<file path="src/rtl/ptp_tod_pkg.sv">
package ptp_tod_pkg;

  localparam int unsigned NS_PER_SEC = 1_000_000_000;

  typedef enum logic [1:0] {
    TRIM_HOLD = 2'b00,
    TRIM_FAST = 2'b01,
    TRIM_SLOW = 2'b10,
    TRIM_RUN  = 2'b11
  } trim_e;

endpackage

</file>
<file path="src/rtl/ptp_tod_step.sv">
module ptp_tod_step #(
  parameter int INC_NS_W = 8,
  parameter int SUB_W    = 24
) (
  input  logic [1:0]          ctrl_i,
  input  logic [INC_NS_W-1:0] inc_ns_i,
  input  logic [SUB_W-1:0]    inc_sub_i,
  output logic [INC_NS_W:0]   step_ns_o,
  output logic [SUB_W-1:0]    step_sub_o
);
  import ptp_tod_pkg::*;

  localparam logic [INC_NS_W:0] ONE_NS = {{INC_NS_W{1'b0}}, 1'b1};

  logic [INC_NS_W:0] inc_ext;

  always_comb begin
    inc_ext    = {1'b0, inc_ns_i};
    step_sub_o = inc_sub_i;
    case (trim_e'(ctrl_i))
      TRIM_FAST: step_ns_o = inc_ext + ONE_NS;
      TRIM_SLOW: step_ns_o = (inc_ns_i == '0) ? '0 : inc_ext - ONE_NS;
      default:   step_ns_o = inc_ext;
    endcase
  end

endmodule

</file>
<file path="src/rtl/ptp_tod_acc.sv">
module ptp_tod_acc #(
  parameter int SEC_W    = 48,
  parameter int NS_W     = 30,
  parameter int SUB_W    = 24,
  parameter int INC_NS_W = 8
) (
  input  logic                clk_i,
  input  logic                rst_ni,
  input  logic                ld_i,
  input  logic [SEC_W-1:0]    ld_sec_i,
  input  logic [NS_W-1:0]     ld_ns_i,
  input  logic                jump_i,
  input  logic [INC_NS_W:0]   step_ns_i,
  input  logic [SUB_W-1:0]    step_sub_i,
  output logic [SEC_W-1:0]    sec_o,
  output logic [NS_W-1:0]     ns_o,
  output logic [SUB_W-1:0]    sub_o
);
  import ptp_tod_pkg::*;

  localparam int NSX_W = NS_W + 1;
  localparam logic [NS_W:0]    NS_LIM  = NSX_W'(NS_PER_SEC);
  localparam logic [SEC_W-1:0] SEC_ONE = {{(SEC_W-1){1'b0}}, 1'b1};

  logic [SEC_W-1:0] sec_q, sec_d;
  logic [NS_W-1:0]  ns_q, ns_d;
  logic [SUB_W-1:0] sub_q, sub_d;
  logic [SUB_W:0]   sub_sum;
  logic [NS_W:0]    ns_sum, ns_wrap;
  logic             wrap;

  // fraction add, carry into ns, single subtract keeps the excess
  always_comb begin
    sub_sum = {1'b0, sub_q} + {1'b0, step_sub_i};
    ns_sum  = {1'b0, ns_q}
            + {{(NS_W-INC_NS_W){1'b0}}, step_ns_i}
            + {{NS_W{1'b0}}, sub_sum[SUB_W]};
    wrap    = (ns_sum >= NS_LIM);
    ns_wrap = ns_sum - NS_LIM;
  end

  always_comb begin
    sec_d = sec_q;
    ns_d  = ns_q;
    sub_d = sub_q;
    if (ld_i) begin
      sec_d = ld_sec_i;
      ns_d  = ld_ns_i;
      sub_d = '0;
    end else if (jump_i) begin
      sec_d = sec_q + SEC_ONE;
      ns_d  = '0;
      sub_d = '0;
    end else begin
      sub_d = sub_sum[SUB_W-1:0];
      if (wrap) begin
        ns_d  = ns_wrap[NS_W-1:0];
        sec_d = sec_q + SEC_ONE;
      end else begin
        ns_d  = ns_sum[NS_W-1:0];
      end
    end
  end

  always_ff @(posedge clk_i or negedge rst_ni) begin
    if (!rst_ni) begin
      sec_q <= '0;
      ns_q  <= '0;
      sub_q <= '0;
    end else begin
      sec_q <= sec_d;
      ns_q  <= ns_d;
      sub_q <= sub_d;
    end
  end

  assign sec_o = sec_q;
  assign ns_o  = ns_q;
  assign sub_o = sub_q;

  assert_ns_in_range_R5: assert property (@(posedge clk_i) disable iff (!rst_ni)
    {1'b0, ns_q} < NS_LIM);

  assert_sec_step_R5: assert property (@(posedge clk_i) disable iff (!rst_ni)
    !ld_i |=> (sec_q == $past(sec_q)) || (sec_q == $past(sec_q) + SEC_ONE));

  assert_load_wins_R11: assert property (@(posedge clk_i) disable iff (!rst_ni)
    ld_i |=> (sec_q == $past(ld_sec_i)) && (ns_q == $past(ld_ns_i)) && (sub_q == '0));

endmodule

</file>
<file path="src/rtl/ptp_tod_snap.sv">
module ptp_tod_snap #(
  parameter int TOT_W = 102
) (
  input  logic             clk_i,
  input  logic             rst_ni,
  input  logic [1:0]       ctrl_i,
  input  logic [TOT_W-1:0] time_i,
  output logic [TOT_W-1:0] snap_o
);
  import ptp_tod_pkg::*;

  logic [1:0]       prev_q;
  logic [TOT_W-1:0] snap_q, snap_d;
  logic             fire;

  always_comb begin
    fire   = (trim_e'(prev_q) == TRIM_RUN) && (trim_e'(ctrl_i) == TRIM_HOLD);
    snap_d = fire ? time_i : snap_q;
  end

  always_ff @(posedge clk_i or negedge rst_ni) begin
    if (!rst_ni) begin
      prev_q <= TRIM_HOLD;
      snap_q <= '0;
    end else begin
      prev_q <= ctrl_i;
      snap_q <= snap_d;
    end
  end

  assign snap_o = snap_q;

  assert_hold_no_recapture_R8: assert property (@(posedge clk_i) disable iff (!rst_ni)
    (ctrl_i == TRIM_HOLD && prev_q != TRIM_RUN) |=> $stable(snap_q));

  assert_capture_value_R8: assert property (@(posedge clk_i) disable iff (!rst_ni)
    (ctrl_i == TRIM_HOLD && prev_q == TRIM_RUN) |=> snap_q == $past(time_i));

endmodule

</file>
<file path="src/rtl/ptp_tod_counter.sv">
module ptp_tod_counter #(
  parameter int SEC_W        = 48,
  parameter int NS_W         = 30,
  parameter int SUB_W        = 24,
  parameter int INC_NS_W     = 8,
  parameter int OUT_W        = 94,
  parameter int CMP_W        = 70,
  parameter int RST_INC_NS   = 4,
  parameter bit STEP_ON_HOLD = 1'b0
) (
  input  logic                         clk_ts,
  input  logic                         rst_ts_n,
  input  logic                         time_ld,
  input  logic [SEC_W-1:0]             time_ld_sec,
  input  logic [NS_W-1:0]              time_ld_ns,
  input  logic                         incr_wr,
  input  logic [INC_NS_W-1:0]          incr_ns_in,
  input  logic [SUB_W-1:0]             incr_sub_in,
  input  logic [1:0]                   trim_ctrl,
  input  logic [CMP_W-1:0]             cmp_val,
  output logic [OUT_W-1:0]             tod_out,
  output logic                         pps_out,
  output logic                         cmp_match,
  output logic [SEC_W+NS_W+SUB_W-1:0]  snap_time
);
  import ptp_tod_pkg::*;

  localparam int TOT_W = SEC_W + NS_W + SUB_W;
  localparam logic [NS_W-1:0] PPS_WIN = NS_W'(2 ** (INC_NS_W + 1));

  // reset: asserted asynchronously, released on the clock
  logic rst_meta_q, rst_sync_q;
  always_ff @(posedge clk_ts or negedge rst_ts_n) begin
    if (!rst_ts_n) begin
      rst_meta_q <= 1'b0;
      rst_sync_q <= 1'b0;
    end else begin
      rst_meta_q <= 1'b1;
      rst_sync_q <= rst_meta_q;
    end
  end

  // increment register
  logic [INC_NS_W-1:0] inc_ns_q, inc_ns_d;
  logic [SUB_W-1:0]    inc_sub_q, inc_sub_d;

  always_comb begin
    inc_ns_d  = incr_wr ? incr_ns_in  : inc_ns_q;
    inc_sub_d = incr_wr ? incr_sub_in : inc_sub_q;
  end

  always_ff @(posedge clk_ts or negedge rst_sync_q) begin
    if (!rst_sync_q) begin
      inc_ns_q  <= INC_NS_W'(RST_INC_NS);
      inc_sub_q <= '0;
    end else begin
      inc_ns_q  <= inc_ns_d;
      inc_sub_q <= inc_sub_d;
    end
  end

  logic [INC_NS_W:0] step_ns;
  logic [SUB_W-1:0]  step_sub;
  logic              jump;
  logic [SEC_W-1:0]  sec;
  logic [NS_W-1:0]   ns;
  logic [SUB_W-1:0]  sub;
  logic [TOT_W-1:0]  timer;

  assign jump = STEP_ON_HOLD && (trim_e'(trim_ctrl) == TRIM_HOLD);

  ptp_tod_step #(.INC_NS_W(INC_NS_W), .SUB_W(SUB_W)) u_step (
    .ctrl_i     (trim_ctrl),
    .inc_ns_i   (inc_ns_q),
    .inc_sub_i  (inc_sub_q),
    .step_ns_o  (step_ns),
    .step_sub_o (step_sub)
  );

  ptp_tod_acc #(.SEC_W(SEC_W), .NS_W(NS_W), .SUB_W(SUB_W), .INC_NS_W(INC_NS_W)) u_acc (
    .clk_i      (clk_ts),
    .rst_ni     (rst_sync_q),
    .ld_i       (time_ld),
    .ld_sec_i   (time_ld_sec),
    .ld_ns_i    (time_ld_ns),
    .jump_i     (jump),
    .step_ns_i  (step_ns),
    .step_sub_i (step_sub),
    .sec_o      (sec),
    .ns_o       (ns),
    .sub_o      (sub)
  );

  assign timer     = {sec, ns, sub};
  assign tod_out   = timer[TOT_W-1 -: OUT_W];
  assign pps_out   = sec[0];
  assign cmp_match = (timer[TOT_W-1 -: CMP_W] == cmp_val);

  generate
    if (STEP_ON_HOLD) begin : g_no_snap
      assign snap_time = '0;
    end else begin : g_snap
      ptp_tod_snap #(.TOT_W(TOT_W)) u_snap (
        .clk_i  (clk_ts),
        .rst_ni (rst_sync_q),
        .ctrl_i (trim_ctrl),
        .time_i (timer),
        .snap_o (snap_time)
      );
    end
  endgenerate

  assert_cmp_flag_R9: assert property (@(posedge clk_ts) disable iff (!rst_sync_q)
    cmp_match |-> tod_out[OUT_W-1 -: CMP_W] == cmp_val);

  assert_pps_wrap_R6: assert property (@(posedge clk_ts) disable iff (!rst_sync_q)
    (!$stable(pps_out) && !$past(time_ld) && !$past(jump)) |-> ns < PPS_WIN);

endmodule

</file>
<file path="config.mk">
export PLATFORM = sky130hd
export DESIGN_NAME = ptp_tod_counter
export DESIGN_NICKNAME = d
export VERILOG_FILES = /design/src/rtl/ptp_tod_pkg.sv /design/src/rtl/ptp_tod_step.sv /design/src/rtl/ptp_tod_acc.sv /design/src/rtl/ptp_tod_snap.sv /design/src/rtl/ptp_tod_counter.sv
export SDC_FILE = /design/constraint.sdc
export NUM_CORES = 1
export LEC_CHECK = 0
export BUFFER_PORTS_ARGS = -buffer_cell sky130_fd_sc_hd__clkbuf_2
export CORE_MARGIN = 2
export CORE_UTILIZATION = 49
export CTS_CLUSTER_DIAMETER = 200
export DETAILED_ROUTE_END_ITERATION = 10
export PLACE_DENSITY = 0.81
export SKIP_CTS_REPAIR_TIMING = 1
export SYNTH_ARGS = -nofsm -noshare
export SYNTH_HDL_FRONTEND = slang
export SYNTH_HIERARCHICAL = 1
export SYNTH_SLANG_ARGS = --single-unit
</file>
<file path="constraint.sdc">
create_clock -name clk_ts -period 6.9 [get_ports clk_ts]
set_input_delay 0.69 -clock clk_ts [delete_from_list [all_inputs] [get_ports clk_ts]]
set_output_delay 0.69 -clock clk_ts [all_outputs]
set_load 0.05 [all_outputs]
</file>
==> results of run 1 <==
[sequential cells by signal, indices dropped and copies added, names as in the netlist]
signal,cells
g_snap.u_snap/snap_o,102
rst_meta_q,1
u_acc/sec_o,48
inc_ns_q,8
rst_sync_q,1
u_acc/ns_o,30
g_snap.u_snap/prev_q,2
u_acc/sub_o,24
inc_sub_q,24
[cell type report]
cell class,instances,share of cell area (%)
antenna,3,0.0414
clock buffer,41,4.35
clock inverter,7,0.669
inverter,36,0.744
multi-input combinational,1088,45.8
sequential,240,33.1
tap,396,2.73
timing repair buffer,420,12.5
[worst paths after layout]
| check | startpoint | endpoint | cells past startpoint |
|---|---|---|---|
| worst min-delay path | trim_ctrl[1] | g_snap.u_snap/prev_q[1] | 1 |
| max in group asynchronous | rst_sync_q | u_acc/ns_o[10] | 1 |
| worst max register to register | inc_sub_q[0] | u_acc/sec_o[34] | 33 |
| worst max-delay path | inc_sub_q[0] | u_acc/sec_o[34] | 33 |
| min in group asynchronous | rst_sync_q | g_snap.u_snap/snap_o[56] | 0 |
| worst min register to register | rst_sync_q | g_snap.u_snap/snap_o[56] | 0 |
[metrics by stage]
| stage | cell area [um^2] | power [mW] | std cells | TNS, ps |
|---|---|---|---|---|
| CTS | 17900 | 5.46 | 2218 | -278 |
| floorplan | 15000 | 3.40 | 1458 | 0 |
| global placement | 17000 | 3.90 | 2170 | 0 |
| detailed placement | 17000 | 3.94 | 2170 | -20.5 |
| finish | 18200 | 5.49 | 2231 | 0 |
| global route | 18200 | 5.71 | 2230 | -197 |
[cell usage after synthesis (all sizes together), types with 6 or more instances]
cell type  count
a211o          7
mux2         135
a22oi         14
o21a           8
a21o          20
inv           35
o211ai        10
nand4         45
o221ai         7
a21oi         66
a32o           6
xor2          31
dfrtp        239
nand3         48
clkbuf        35
nand2         93
a31oi         12
or2            9
nor3          49
buf           59
nor2b         23
o31ai         11
or3           18
or4            9
o31a          10
o22ai          7
a211oi        11
nor2          89
xnor2         75
a32oi          6
and4           8
a22o           6
nor3b         10
mux2i         23
ha            39
nand2b        14
nor4          22
a311oi         6
o21ai         45
and2          15
and3          13
[worst max-delay path, delay by kind of cell (launching register included)]
| kind | cells | cell delay [ps] |
|---|---|---|
| AO/OA/AOI/OAI | 15 | 3040 |
| adder cells (fa/ha/maj) | 5 | 1320 |
| AND/OR/NAND/NOR | 8 | 1190 |
| buffers and inverters | 5 | 540 |
| flip-flops | 1 | 360 |
[power by group through the flow]
stage	Clock [mW]	Sequential, mW	Combinational, mW
floorplan	0	2.61	0.787
detailed placement	0	1.94	2.00
finish	1.50	1.93	2.06
CTS	1.52	1.92	2.02
global route	1.58	1.96	2.18
global placement	0	1.93	1.97
[cell families after synthesis]
group | after synthesis
AOI/OAI and AO/OA | 291
xor gates and xnor gates | 106
adders and majority gates | 42
buffers and inverters | 130
DFF | 240
muxes | 158
other | 2
and+or+nand+nor | 483
[layout by cell type, fill, tap and decap left out, drive strengths merged, types with 31 or more instances in the layout]
cell,netlist,final
nor3,49,49
inv,35,35
mux2,135,135
xor2,31,31
nand3,48,48
a21oi,66,66
nand2,93,93
ha,39,39
nor2,89,89
clkbuf,35,425
xnor2,75,75
dfrtp,239,239
nand4,45,45
o21ai,45,45
buf,59,35
[routing by layer]
| layer | vias up | part of all wire, % |
|---|---|---|
| li1 | 6041 | - |
| met1 | 6556 | 40 |
| met2 | 752 | 44 |
| met3 | 168 | 9.9 |
| met4 | 2 | 5.5 |
| met5 | - | 0.026 |
==> out/qor.csv, run 1 <==
stage;metric;value;unit
run_status;status;complete, no violations;
sta;fin_hold_ws;291;ps
synth;postSynthCellCount;1452;
synth;yosys.area.top_type;dfrtp_1;
sta;drv_slew;0;
sta;setup_viol;0;
floorplanning;die_height;179;um
floorplanning;initial_core_util;49.4;%
sta;hold_violations;0;
routing;ant_nets;0;
power;peakVddDrop;219;uV
power;clock_power_share;27.4;%
setup_path;cp-start-kind;register;
global_routing;grt_pass1_vias;12613;
power;comb_power_share;37.5;%
global_routing;grt_overflow;0;
routing;firstDrtPassIters;5;
layout;synthToLayoutAreaGrowth;21.1;%
synth;synth_top_family_by_area;simple AND/OR/NAND/NOR gates;
global_routing;grt_use_total;29.3;%
power;power_switching;2.28;mW
setup_path;crit_path_top_delay_cell;dfrtp_1;
synth;seq_area_frac_synth;40.1;%
synth;synth.area.top_cells;dfrtp_1, mux2_4, xnor2_1;
synth;synth.area.mux_share;13.7;%
hold_path;hold_class;in2reg;
flow_run;maxCapViolCount;0;
layout;seqCellArea;6010;um^2
placement;dp_slack;-11.5;ps
sta;skew;20.3;ps
power;p_leak;8.43;nW
setup_path;worst-setup-path-type;reg2reg;
synth;ys_ff_latch;240;
synth;synthAdderAreaFrac;3.66;%
placement;dp_hpwl;36000;um
sta;setup_slack;342;ps
setup_path;cp.required;7340;ps
routing;avgViaCountPerCell;6.06;
power;p_per_area;303;nW/um^2
layout;fillers;2500;
synth;avgSynthCellArea;10.3;um^2
global_routing;grt_util_met2;44.6;%
routing;totalWireLength;49900;um
synth;synth-main-ff-cell;dfrtp_1;
global_routing;use_met1;38.6;%
global_routing;antenna_found_initial;3;
clock_network;h-tree-depth;1;
sta;period_share;95.0;%
synth;yosys.area_share.simple;17.2;%
routing;vias;13519;
power;pwr-share-seq;35.1;%
floorplanning;num_rows;64;
synth;synth_xor_area_share;6.19;%
routing;wl_per_cell;22.4;um
synth;synth.top_cell.area_share;39.9;%
synth;synth_cell_type_count;97;
setup_path;r2r_setup_slack;340;ps
routing;route.detailed.drc;0;
synth;async_reset_ff_share;100;%
layout;drive_gt1_share;35.3;%
clock_network;clock_sinks;240;
clock_network;clkTransAtPathRegs;60;ps
clock_network;cts_tree;done;
sta;max_freq;152;MHz
clock_network;clock_latency;560;ps
setup_path;max_stage_delay;360;ps
synth;yosysWarnings;6;
routing;drtIter0Drc;1190;
floorplanning;fp.dieW;179;um
placement;gp_congestion;0.928;
clock_network;root_buffer;clkbuf_16;
floorplanning;die_area;32000;um^2
clock_network;cts_buffers;28;
sta;worstMarginPinSlew;1030;ps
global_routing;grt_pass1_wl;72800;um
setup_path;end_kind;register;
placement;io_buffers;383;
power;netSwitchingFraction;41.5;%
synth;synth_compound_area_share;13.8;%
synth;syn-cell-area;15000;um^2
global_routing;grt_max_degree;126;
synth;synth_enable_flop_cells;0;
layout;final_util;59.8;%
layout;multi_input_area;8320;um^2
sta;fin_crit;6560;ps
setup_path;cp.arrival;7000;ps
setup_path;cp_max_fo;14;
floorplanning;num_io_pins;384;
clock_network;cts_buffer_depth;3;
floorplanning;fp.coreArea;30300;um^2
global_routing;busiest_layer;met2;
power;p_int;3.21;mW
sta;maxSlewHeadroom;31.5;%
layout;nets;2042;
global_routing;met3_usage;7.53;%
Note: power is estimated with default switching activity, not from simulation.
==> run 2: changes to the inputs <==
--- a/config.mk
+++ b/config.mk
@@ -14,5 +14,5 @@
 export SKIP_CTS_REPAIR_TIMING = 1
 export SYNTH_ARGS = -nofsm -noshare
 export SYNTH_HDL_FRONTEND = slang
-export SYNTH_HIERARCHICAL = 1
 export SYNTH_SLANG_ARGS = --single-unit
+export TNS_END_PERCENT = 1
==> out/qor.csv, run 2 <==
stage;metric;value;unit
placement;dp_hpwl;34500;um
sta;setup_viol;0;
routing;ant_nets;0;
synth;synth_cell_type_count;80;
synth;synthesis.nets;1678;
layout;design_area;17300;um^2
floorplanning;num_io_pins;384;
synth;yosysMostFrequentCell;dfrtp_1;
setup_path;end_kind;register;
layout;largest_reg_flops;102;
global_routing;antenna_found_initial;3;
synth;avgSynthCellArea;9.90;um^2
routing;route.met2.wl;21700;um
floorplanning;fp.dieW;175;um
floorplanning;initial_core_util;49.9;%
clock_network;root_buffer;clkbuf_16;
routing;drtIter0Drc;854;
global_routing;grt_use_total;28.9;%
routing;vias;12266;
layout;synthToLayoutAreaGrowth;20.8;%
routing;route.detailed.drc;0;
synth;yosysWarnings;0;
synth;syn-cell-area;14400;um^2
global_routing;grt_pass1_vias;12239;
setup_path;r2r_end;u_acc.sec_o[23];
global_routing;grt_max_degree;105;
clock_network;clock_sinks;240;
layout;layout_common_cells;clkbuf_2, dfrtp_1, nand2_1;
setup_path;crit_path_top_delay_cell;or4_4;
clock_network;clkTransAtPathRegs;60;ps
setup_path;cp-start-kind;register;
sta;worstMarginPinSlew;1110;ps
layout;fillers;2360;
global_routing;grt_pass1_wl;69200;um
layout;drive_gt1_share;37.8;%
routing;wl_met3;3980;um
layout;final_util;60.2;%
setup_path;r2r_setup_slack;320;ps
clock_network;h-tree-depth;1;
setup_path;worst-setup-path-type;reg2reg;
sta;drv_slew;0;
placement;place_area;16200;um^2
synth;postSynthCellCount;1450;
floorplanning;num_rows;62;
routing;avgViaCountPerCell;5.67;
layout;nets;1986;
clock_network;cts_buffer_depth;3;
power;p_leak;8.03;nW
sta;skew;17.5;ps
synth;ys_ff_latch;240;
synth;synth_enable_flop_cells;0;
floorplanning;fp.coreArea;28800;um^2
clock_network;cts_buffers;27;
setup_path;max_stage_delay;570;ps
power;p_per_area;378;nW/um^2
hold_path;hold_class;in2reg;
synth;yosys.area.top_type;dfrtp_1;
sta;fin_crit;6580;ps
global_routing;grt_overflow;0;
sta;maxSlewHeadroom;26.0;%
sta;period_share;95.4;%
routing;routed.top_layer;met5;
routing;wl_met1;17700;um
run_status;status;complete, no violations;
synth;synth.area.top_cells;dfrtp_1, mux2_2, xnor2_1;
setup_path;cp.required;7300;ps
synth;synth.top_cell.area_share;41.7;%
synth;synth-main-ff-cell;dfrtp_1;
synth;seq_area_frac_synth;41.9;%
placement;gp_congestion;1.00;
setup_path;r2r_cells;33;
layout;final_cells;2165;
routing;totalWireLength;45400;um
routing;firstDrtPassIters;5;
placement;placedCellCount;2108;
flow_run;maxCapViolCount;0;
routing;wl_per_cell;21.0;um
placement;io_buffers;383;
clock_network;clock_latency;550;ps
sta;finalSetupTns;0;ps
sta;fin_hold_ws;300;ps
setup_path;crit_start;inc_sub_q[0];
clock_network;cts_tree;done;
synth;synth_commonest_cells;dfrtp_1, nand2_1, mux2_2, o21ai_0, buf_4;
synth;async_reset_ff_share;100;%
sta;hold_violations;0;
setup_path;setup.worst_path.end;u_acc.sec_o[23];
floorplanning;die_height;175;um
setup_path;cp_max_fo;12;
sta;max_freq;152;MHz
power;peakVddDrop;336;uV
setup_path;cp.arrival;6980;ps
setup_path;reg2reg_from;inc_sub_q[0];
setup_path;crit_top_cell;o21ai_1;
layout;final_common_cell;clkbuf_2;
floorplanning;die_area;30700;um^2
-- run 2: critical path, delay by kind of cell (launching register included) --
family | cells | cell delay, ps
AO/OA/AOI/OAI | 16 | 2780
AND/OR/NAND/NOR | 5 | 1140
adder cells (fa/ha/maj) | 4 | 1010
buffers and inverters | 6 | 830
flip-flops | 1 | 390
XOR/XNOR | 2 | 300
-- run 2: how the worst min path moves through the flow --
stage	startpoint	to	slack, ps	cells after the start
final	trim_ctrl[0]	g_snap.u_snap.prev_q[0]	300	1
after global routing	trim_ctrl[0]	g_snap.u_snap.prev_q[0]	290	1
after CTS	rst_ts_n	rst_sync_q	-90	1
after detailed placement	rst_meta_q	rst_sync_q	330	0
after global placement	rst_meta_q	rst_sync_q	340	0
after floorplan	rst_meta_q	rst_sync_q	330	0
-- run 2: per-stage QoR --
stage	setup slack [ps]	power [mW]
global placement	-21.1	4.93
finish	320	6.56
detailed placement	-353	5.00
floorplan	320	4.29
CTS	-391	6.47
global route	-36.0	6.87
-- run 2: logic make-up after synthesis --
| family | share of synthesized area, % |
|---|---|
| flops | 41.9 |
| simple gates | 14.7 |
| compound gates | 11.0 |
| buf+inv | 7.91 |
| fa+ha+maj | 3.82 |
| xor+xnor | 10.6 |
| other cells | 0.0261 |
| mux | 10.0 |
-- run 2: layout make-up --
| cell class | count | area, um^2 | share of cell area [%] |
|---|---|---|---|
| multi-input cells | 1008 | 7420 | 42.8 |
| well taps | 384 | 480 | 2.77 |
| repair buffers | 444 | 2390 | 13.8 |
| clock inverters | 12 | 125 | 0.722 |
| clock buffers | 37 | 763 | 4.40 |
| flip-flops and latches | 240 | 6010 | 34.7 |
| inverters | 37 | 139 | 0.801 |
| diodes | 3 | 7.51 | 0.0433 |
-- run 2: metal layers --
| metal | GRT usage, % | vias up |
|---|---|---|
| met3 | 6.96 | 117 |
| li1 | - | 5623 |
| met1 | 36.2 | 5944 |
| met5 | 0 | - |
| met2 | 47.6 | 580 |
| met4 | 12.4 | 2 |
-- run 2: where the power goes --
group / switching (mW) / total, mW / internal (mW)
combinational: 2.04 / 3.02 / 0.980
sequential: 0.349 / 2.09 / 1.74
clock: 0.599 / 1.45 / 0.848
total: 2.99 / 6.56 / 3.57
==> run 3: changes to the inputs <==
--- a/config.mk
+++ b/config.mk
@@ -5,12 +5,13 @@
 export SDC_FILE = /design/constraint.sdc
 export NUM_CORES = 1
 export LEC_CHECK = 0
+export ABC_AREA = 1
 export BUFFER_PORTS_ARGS = -buffer_cell sky130_fd_sc_hd__clkbuf_2
 export CORE_MARGIN = 2
 export CORE_UTILIZATION = 49
 export CTS_CLUSTER_DIAMETER = 200
 export DETAILED_ROUTE_END_ITERATION = 10
-export PLACE_DENSITY = 0.81
+export PLACE_DENSITY = 0.8
 export SKIP_CTS_REPAIR_TIMING = 1
 export SYNTH_ARGS = -nofsm -noshare
 export SYNTH_HDL_FRONTEND = slang
==> out/qor.csv, run 3 <==
stage;metric;value;unit
run_status;status;complete, no violations;
clock_network;cts_tree;done;
setup_path;max_stage_delay;550;ps
global_routing;grt_overflow;0;
synth;synth_commonest_cells;nand2_1, dfrtp_1, nand3_1, inv_1, o21ai_0;
layout;nets;2523;
layout;final_common_cell;nand2_1;
sta;period_share;83.8;%
placement;gp_congestion;0.962;
synth;postSynthCellCount;2025;
routing;route.detailed.drc;0;
sta;setup_slack;1120;ps
placement;dp_hpwl;39000;um
synth;synth.area.top_cells;dfrtp_1, nand2_1, nand3_1;
sta;setup_viol;0;
clock_network;cts_buffers;27;
setup_path;cp-start-kind;register;
flow_run;maxCapViolCount;0;
sta;rsz0062_at_grt;false;
global_routing;grt_use_total;30.2;%
hold_path;hold_class;in2reg;
clock_network;h-tree-depth;1;
global_routing;grt_pass1_wl;78500;um
power;p_per_area;359;nW/um^2
floorplanning;die_height;181;um
routing;wl_met1;20400;um
routing;routed.top_layer;met4;
placement;dp_slack;1190;ps
placement;io_buffers;383;
synth;synth-main-ff-cell;dfrtp_1;
setup_path;crit_top_cell;nand2_1;
clock_network;clock_latency;560;ps
global_routing;grt_pass1_vias;14532;
power;p_leak;9.23;nW
power;peakVddDrop;225;uV
synth;synth_cell_type_count;48;
floorplanning;die_area;32800;um^2
sta;fin_crit;5780;ps
setup_path;end_kind;register;
sta;maxSlewHeadroom;32.2;%
clock_network;clock_sinks;240;
floorplanning;fp.coreArea;30700;um^2
routing;wl_met3;3700;um
routing;firstDrtPassIters;6;
placement;place_area;16900;um^2
layout;final_util;58.0;%
synth;syn-cell-area;15400;um^2
synth;yosysWarnings;0;
sta;skew;15.1;ps
synth;synth_enable_flop_cells;0;
synth;yosys.area.top_type;dfrtp_1;
setup_path;cp.required;7340;ps
clock_network;clkTransAtPathRegs;60;ps
synth;avgSynthCellArea;7.59;um^2
sta;hold_violations;0;
layout;design_area;17800;um^2
floorplanning;fp.dieW;181;um
routing;ant_nets;0;
synth;seq_area_frac_synth;39.1;%
routing;wl_per_cell;18.5;um
routing;route.met2.wl;23500;um
layout;drive_gt1_share;24.2;%
floorplanning;num_io_pins;384;
global_routing;grt_max_degree;131;
sta;max_freq;173;MHz
setup_path;cp_max_fo;36;
setup_path;worst-setup-path-type;reg2reg;
synth;ys_ff_latch;240;
synth;synthesis.nets;2253;
clock_network;root_buffer;clkbuf_16;
sta;finalSetupTns;0;ps
routing;vias;14945;
global_routing;antenna_found_initial;3;
floorplanning;initial_core_util;50.0;%
layout;largest_reg_flops;102;
layout;synthToLayoutAreaGrowth;16.1;%
setup_path;cp.arrival;6230;ps
routing;totalWireLength;50300;um
layout;layout_common_cells;nand2_1, clkbuf_2, dfrtp_1;
clock_network;cts_buffer_depth;3;
routing;avgViaCountPerCell;5.50;
synth;async_reset_ff_share;100;%
synth;yosysMostFrequentCell;nand2_1;
routing;drtIter0Drc;1339;
sta;worstMarginPinSlew;1010;ps
setup_path;crit_path_top_delay_cell;nand3_2;
floorplanning;num_rows;64;
sta;drv_slew;0;
synth;synth.top_cell.area_share;38.9;%
run 3: cell type report:
class                           instances  area (um^2)
Clock inverter                         15          158
Tap cell                              396          495
Multi-Input combinational cell       1451         7700
Sequential cell                       240         6010
Fill cell                            2943        12900
Inverter                              181          679
Timing Repair Buffer                  394         2020
Clock buffer                           35          766
Antenna cell                            3         7.51
run 3: layer usage:
metal | vias to the layer above | global-route usage [%]
li1 | 7063 | -
met1 | 7001 | 38.9
met2 | 732 | 50.2
met3 | 149 | 4.29
met4 | 0 | 15.1
met5 | - | 0
run 3: critical path: cells and delay by family (launching register included):
family          cells  cell delay (ps)
simple gates       19             2950
compound gates      3              500
fa+ha+maj           3             1030
buf+inv             4              780
flops               1              410
run 3: path summary, 6_finish.rpt:
path	startpoint	to	slack, ps	depth (start not counted)
worst max-delay path	u_acc.sub_o[19]	u_acc.sec_o[0]	1120	29
worst min-delay path	trim_ctrl[0]	g_snap.u_snap.prev_q[0]	280	1
worst max register to register	u_acc.sub_o[19]	u_acc.sec_o[0]	1120	29
worst min register to register	rst_meta_q	rst_sync_q	350	0
max in group asynchronous	rst_sync_q	g_snap.u_snap.snap_o[47]	5260	1
min in group asynchronous	rst_sync_q	g_snap.u_snap.snap_o[63]	360	0
run 3: kinds of logic after synthesis:
group                      synth area share [%]
DFF                                        39.1
AOI/OAI and AO/OA                          7.05
other                                    0.0244
xor gates and xnor gates                   5.30
adders and majority gates                  3.57
and+or+nand+nor                            29.7
buffers and inverters                      10.9
muxes                                      4.40
run 3: stage by stage:
| stage | cells | power, mW | hold WS [ps] |
|---|---|---|---|
| after floorplan | 2025 | 4.27 | 331 |
| after global placement | 2661 | 4.86 | 338 |
| after detailed placement | 2661 | 4.90 | 341 |
| after CTS | 2711 | 6.41 | -115 |
| after global routing | 2715 | 6.73 | 266 |
| final | 2715 | 6.40 | 276 |
run 3: power breakdown:
part	total [mW]	switching [mW]	internal, mW
sequential	2.03	0.300	1.72
clock	1.49	0.626	0.863
combinational	2.88	2.12	0.762
